$ cat src/rtl/gcl_pkg.sv
package gcl_pkg;
    localparam int unsigned WORD_W      = 32;
    localparam int unsigned OFF_W       = 8;
    localparam int unsigned TGT_W       = 8;
    localparam int unsigned NUM_PARAMS  = 6;

    localparam logic [OFF_W-1:0] OFF_CTRL = 8'h80;
    localparam logic [OFF_W-1:0] OFF_DATA = 8'h84;

    localparam int unsigned BIT_START = 0;
    localparam int unsigned BIT_PSEL  = 2;
    localparam int unsigned TGT_LSB   = 8;

    typedef enum logic [2:0] {
        PRM_BASE_LO  = 3'd0,
        PRM_BASE_HI  = 3'd1,
        PRM_CYCLE_LO = 3'd2,
        PRM_CYCLE_HI = 3'd3,
        PRM_EXTEND   = 3'd4,
        PRM_LEN      = 3'd5
    } param_e;

    typedef struct packed {
        logic             start;
        logic             psel;
        logic [TGT_W-1:0] tgt;
    } op_t;

    function automatic op_t decode_ctrl(input logic [WORD_W-1:0] w);
        op_t o;
        o.start = w[BIT_START];
        o.psel  = w[BIT_PSEL];
        o.tgt   = w[TGT_LSB +: TGT_W];
        return o;
    endfunction

    function automatic logic param_ok(input logic [TGT_W-1:0] a);
        return a < TGT_W'(NUM_PARAMS);
    endfunction
endpackage

$ cat src/rtl/gcl_regif.sv
module gcl_regif
    import gcl_pkg::*;
#(
    parameter int unsigned COMMIT_LAT = 3,
    parameter int unsigned LIST_DEPTH = 64
) (
    input  logic              clk,
    input  logic              rst,
    input  logic              bus_wen,
    input  logic [OFF_W-1:0]  bus_addr,
    input  logic [WORD_W-1:0] bus_wdata,
    output logic [WORD_W-1:0] data_q,
    output logic [WORD_W-1:0] ctrl_q,
    output logic              busy,
    output logic              prm_we,
    output logic              lst_we,
    output logic [TGT_W-1:0]  tgt,
    output logic              err
);
    localparam int unsigned CNT_W = $clog2(COMMIT_LAT + 1);

    logic [CNT_W-1:0] cnt_q;
    logic             commit;
    op_t              op;

    assign op     = decode_ctrl(ctrl_q);
    assign tgt    = op.tgt;
    assign commit = busy && (cnt_q == '0);
    assign prm_we = commit && op.psel && param_ok(op.tgt);
    assign lst_we = commit && !op.psel && (32'(op.tgt) < LIST_DEPTH);

    always_ff @(posedge clk) begin
        if (rst) begin
            data_q <= '0;
            ctrl_q <= '0;
            busy   <= 1'b0;
            cnt_q  <= '0;
            err    <= 1'b0;
        end else if (busy) begin
            if (commit) begin
                busy           <= 1'b0;
                ctrl_q[BIT_START] <= 1'b0;
                if (!prm_we && !lst_we) err <= 1'b1;
            end else begin
                cnt_q <= cnt_q - 1'b1;
            end
        end else if (bus_wen) begin
            if (bus_addr == OFF_DATA) data_q <= bus_wdata;
            if (bus_addr == OFF_CTRL) begin
                ctrl_q <= bus_wdata;
                if (bus_wdata[BIT_START]) begin
                    busy  <= 1'b1;
                    cnt_q <= CNT_W'(COMMIT_LAT - 1);
                end
            end
        end
    end
endmodule

$ cat src/rtl/gcl_param_bank.sv
module gcl_param_bank
    import gcl_pkg::*;
(
    input  logic              clk,
    input  logic              rst,
    input  logic              we,
    input  logic [TGT_W-1:0]  waddr,
    input  logic [WORD_W-1:0] wdata,
    input  logic [TGT_W-1:0]  raddr,
    output logic [WORD_W-1:0] rdata
);
    logic [WORD_W-1:0] regs [NUM_PARAMS];

    for (genvar g = 0; g < NUM_PARAMS; g++) begin : g_prm
        always_ff @(posedge clk) begin
            if (rst) regs[g] <= '0;
            else if (we && waddr == TGT_W'(g)) regs[g] <= wdata;
        end
    end

    always_comb begin
        rdata = '0;
        for (int i = 0; i < NUM_PARAMS; i++)
            if (raddr == TGT_W'(i)) rdata = regs[i];
    end
endmodule

$ cat src/rtl/gcl_list_ram.sv
module gcl_list_ram
    import gcl_pkg::*;
#(
    parameter int unsigned DEPTH = 64
) (
    input  logic              clk,
    input  logic              we,
    input  logic [TGT_W-1:0]  waddr,
    input  logic [WORD_W-1:0] wdata,
    input  logic [TGT_W-1:0]  raddr,
    output logic [WORD_W-1:0] rdata
);
    localparam int unsigned IDX_W = (DEPTH > 1) ? $clog2(DEPTH) : 1;

    logic [WORD_W-1:0] mem [DEPTH];

    always_ff @(posedge clk) begin
        if (we) mem[IDX_W'(waddr)] <= wdata;
    end

    assign rdata = (32'(raddr) < DEPTH) ? mem[IDX_W'(raddr)] : '0;
endmodule

$ cat src/rtl/gcl_access_port.sv
module gcl_access_port
    import gcl_pkg::*;
#(
    parameter int unsigned COMMIT_LAT = 3,
    parameter int unsigned LIST_DEPTH = 64
) (
    input  logic        clk,
    input  logic        rst,
    input  logic        bus_wen,
    input  logic [7:0]  bus_addr,
    input  logic [31:0] bus_wdata,
    output logic [31:0] bus_rdata,
    output logic        err_flag,
    input  logic        rb_list,
    input  logic [7:0]  rb_idx,
    output logic [31:0] rb_data
);
    logic [WORD_W-1:0] data_q, ctrl_q, prm_rd, lst_rd;
    logic              busy, prm_we, lst_we;
    logic [TGT_W-1:0]  tgt;

    gcl_regif #(.COMMIT_LAT(COMMIT_LAT), .LIST_DEPTH(LIST_DEPTH)) u_regif (
        .clk(clk), .rst(rst), .bus_wen(bus_wen), .bus_addr(bus_addr),
        .bus_wdata(bus_wdata), .data_q(data_q), .ctrl_q(ctrl_q), .busy(busy),
        .prm_we(prm_we), .lst_we(lst_we), .tgt(tgt), .err(err_flag)
    );

    gcl_param_bank u_prm (
        .clk(clk), .rst(rst), .we(prm_we), .waddr(tgt), .wdata(data_q),
        .raddr(rb_idx), .rdata(prm_rd)
    );

    gcl_list_ram #(.DEPTH(LIST_DEPTH)) u_lst (
        .clk(clk), .we(lst_we), .waddr(tgt), .wdata(data_q),
        .raddr(rb_idx), .rdata(lst_rd)
    );

    assign rb_data = rb_list ? lst_rd : prm_rd;

    always_comb begin
        bus_rdata = '0;
        if (bus_addr == OFF_DATA) bus_rdata = data_q;
        if (bus_addr == OFF_CTRL) begin
            bus_rdata = ctrl_q;
            bus_rdata[BIT_START] = busy;
        end
    end
endmodule

$ cat config.mk
export PLATFORM = sky130hd
export DESIGN_NAME = gcl_access_port
export DESIGN_NICKNAME = d
export VERILOG_FILES = /design/src/rtl/gcl_pkg.sv /design/src/rtl/gcl_regif.sv /design/src/rtl/gcl_param_bank.sv /design/src/rtl/gcl_list_ram.sv /design/src/rtl/gcl_access_port.sv
export SDC_FILE = /design/constraint.sdc
export NUM_CORES = 2
export LEC_CHECK = 0
export ABC_CLOCK_PERIOD_IN_PS = 7500
export CAP_MARGIN = 0
export CORE_MARGIN = 5
export CORE_UTILIZATION = 63
export DETAILED_ROUTE_END_ITERATION = 12
export DONT_BUFFER_PORTS = 1
export PLACE_DENSITY = 0.79
export SYNTH_ARGS = -nofsm -noshare
export SYNTH_HDL_FRONTEND = slang
export SYNTH_HIERARCHICAL = 1
export SYNTH_SLANG_ARGS = --single-unit
$ cat constraint.sdc
create_clock -name clk -period 7.5 [get_ports clk]
set_input_delay 0.375 -clock clk [delete_from_list [all_inputs] [get_ports clk]]
set_output_delay 0.375 -clock clk [all_outputs]
set_load 0.005 [all_outputs]
==> results.tsv <==
stage	metric	value	unit
clock_network	Max Buffers Root-to-Sink	3	
routing	antenna-violating nets left	0	
pwr	maximum VDD drop	0.253	mV
routing	vias	49250	
critical_path	CP most frequent cell	buf_16	
synthesis	Cell Area, Synth	91700	um^2
floorplan	Core ar.	145000	um^2
critical_path	CP Launch Type	input pin	
clock_network	CTS buffer count	214	
critical_path	crit-path leading delay family	buffers and inverters	
placed_design	Final GP Congestion	0.896	
routing	drt first pass iters	7	
grt	vias in the first global route	49021	
finish	Fill cells	7970	
sta	Final Slew Violations	290	
clock_network	CTS root buffer	clkbuf_16	
grt	initial antenna violation count	16	
floorplan	io pins	117	
critical_path	CP Capture Type	primary output	
routing	vias per cell	7.43	
outcome	failing checks	max-slew violations	
clock_network	TritonCTS clock tree	done	
sta	Fin. Hold Viols	0	
sta	clk_skew	0.0399	ns
sta	FMAX	155	MHz
critical_path	Critical Path Fanout Max	177	
placed_design	Post-DP HPWL	130000	um
outcome	status	finished with violations	
synthesis	syn_nets	4473	
sta	setup TNS	0	ns
pwr	Net Sw Frac	0.202	
run	MaxCap Viol Count	0	
critical_path	Worst path slowest cell	o31ai_1	
finish	layout cells sized above 1	0.271	
clock_network	Worst-path clk slew	0.06	ns
grt	GRT Total Usage	0.341	
routing	routed wire length	259000	um
pwr	P_int	20.4	mW
routing	First DRT Iteration DRCs	8163	
clock_network	total clock sinks	2307	
worst_hold_path	Hold WC Path Type	in2reg	
grt	first-pass GRT wire length	365000	um
floorplan	Initial Utilization	0.631	
clock_network	H-tree levels	4	
floorplan	Die ar.	153000	um^2
floorplan	Die Ht	391	um
sta	Slew @ Worst Pin	2.48	ns
sta	RSZ-0062 raised after global routing	no	
worst_hold_path	WHS Path Cells	3	
pwr	clock power share	0.431	
floorplan	standard-cell rows	140	
grt	Overflow after GRT	0	
clock_network	worst skew pair latency	0.86	ns
pwr	Leakage	37.1	nW
critical_path	Worst Reg-to-Reg Cells	7	
sta	Final Setup Violations	0	
critical_path	WP depth	9	
critical_path	worst path bufs/invs	3	
pwr	P_sw	5.17	mW
sta	relative slew slack	-0.655	
synthesis	Mean Syn Cell Area	20.7	um^2
floorplan	die extent in x	391	um
finish	Core Util, Final	0.701	
sta	fin crit share	0.859	
synthesis	cell count after synthesis	4420	
pwr	combinational fraction of design power	0.022	
grt	largest net degree at the start of global routing	580	
critical_path	worst-path cell chain	buf_16 > buf_16 > buf_16 > mux4_2 > mux2i_1 > nor2_1 > o31ai_1 > o211ai_1 > mux2_2	
synthesis	yosys warns	6	
critical_path	Arrival @ worst endpoint	6.07	ns
critical_path	Worst Path Required	7.12	ns
critical_path	kind of critical path	in2out	
placed_design	port bufs	0	
routing	Residual DRC	0	
sta	Final min period	6.44	ns
finish	Syn-to-layout area delta	11.0	%
finish	nets	4583	
pwr	Power Dens Cells	251	nW/um^2
clock_network	Setup Fix Bufs, Post-CTS	0	
pwr	Flop pwr share	0.547	
critical_path	slowest stage delay, CP	1.01	ns
routing	post-DR wirelength/cell	39.1	um
-- final timing paths --
| check | startpoint | endpoint | slack (ns) |
|---|---|---|---|
| min | bus_addr[2] | u_regif/ctrl_q[12]$_SDFFE_PP0P_ | 0.12 |
| max reg2reg | u_regif/cnt_q[0]$_SDFFE_PP0P_ | u_lst/mem[30][27]$_DFFE_PP_ | 2.85 |
| min reg2reg | u_regif/data_q[28]$_SDFFE_PP0P_ | u_regif/data_q[28]$_SDFFE_PP0P_ | 0.47 |
| max | rb_idx[0] | rb_data[26] | 1.06 |
-- tightest hold or removal path: cells and delay by family --
family          cells  cell delay, ns
simple gates        1            0.33
compound gates      2            0.22
-- layer usage --
layer	routed length, um	global-route usage	part of all wire	up-vias
li1	-	-	-	18587
met3	38200	0.109	0.15	887
met4	17700	0.188	0.068	12
met2	120000	0.514	0.46	4728
met1	83100	0.448	0.32	25036
met5	120	0	0.00046	-
-- layout by cell type, fill, tap and decap left out, types with 35 or more instances in the layout --
cell              n
clkbuf_16       218
mux4_2          567
and2_1          197
mux2_2           85
nor2_4           63
dlygate4sd3_1    53
o31ai_1          36
a22oi_1          72
nand4_1          67
nand2_1         118
edfxtp_1       2240
nor2_1           60
clkbuf_1         35
a21oi_1         104
mux2i_1         112
buf_4           130
clkinv_1         54
dfxtp_1          35
clkinv_2         42
-- power by group through the flow --
stage	logic (mW)	registers (mW)	clock network [mW]
CTS	0.450	14.0	11.0
detailed placement	0.418	14.3	0
global placement	0.416	14.2	0
global route	0.584	14.0	11.7
finish	0.571	14.0	11.0
floorplan	0.475	14.3	0
-- registers in the layout, indices dropped and copies added (netlist names) --
name,count
u_regif/err,1
u_regif/data_q,32
u_regif/cnt_q,2
u_lst/mem,2048
u_regif/busy,1
u_regif/ctrl_q,31
u_prm/regs,192
-- repair_timing --
item                                   in CTS  in global routing
gates resized for setup                     0                  0
hold buffers                               54                  0
endpoints found under the hold margin      67                  0
-- metrics by stage --
stage	worst slack (ns)	hold slack, ns	cell area (um^2)	cells	power (mW)
after floorplan	2.00	0.443	91700	4420	14.7
after global routing	0.749	0.0875	102000	6621	26.2
after detailed placement	3.14	0.447	94000	6173	14.7
after CTS	3.04	0.0572	102000	6617	25.5
after global placement	3.32	0.444	94000	6173	14.7
final	1.06	0.116	102000	6632	25.5
-- cell type report --
| class | count | area [um^2] | area share |
|---|---|---|---|
| Tap cell | 1917 | 2400 | 0.0236 |
| Clock inverter | 134 | 1370 | 0.0134 |
| Sequential cell | 2307 | 68600 | 0.675 |
| Timing Repair Buffer | 188 | 1640 | 0.0162 |
| Clock buffer | 256 | 5630 | 0.0553 |
| Multi-Input combinational cell | 1809 | 22000 | 0.216 |
| Inverter | 10 | 40.0 | 0.000394 |
| Antenna cell | 11 | 27.5 | 0.000271 |
Note: power is estimated with default switching activity, not from simulation.
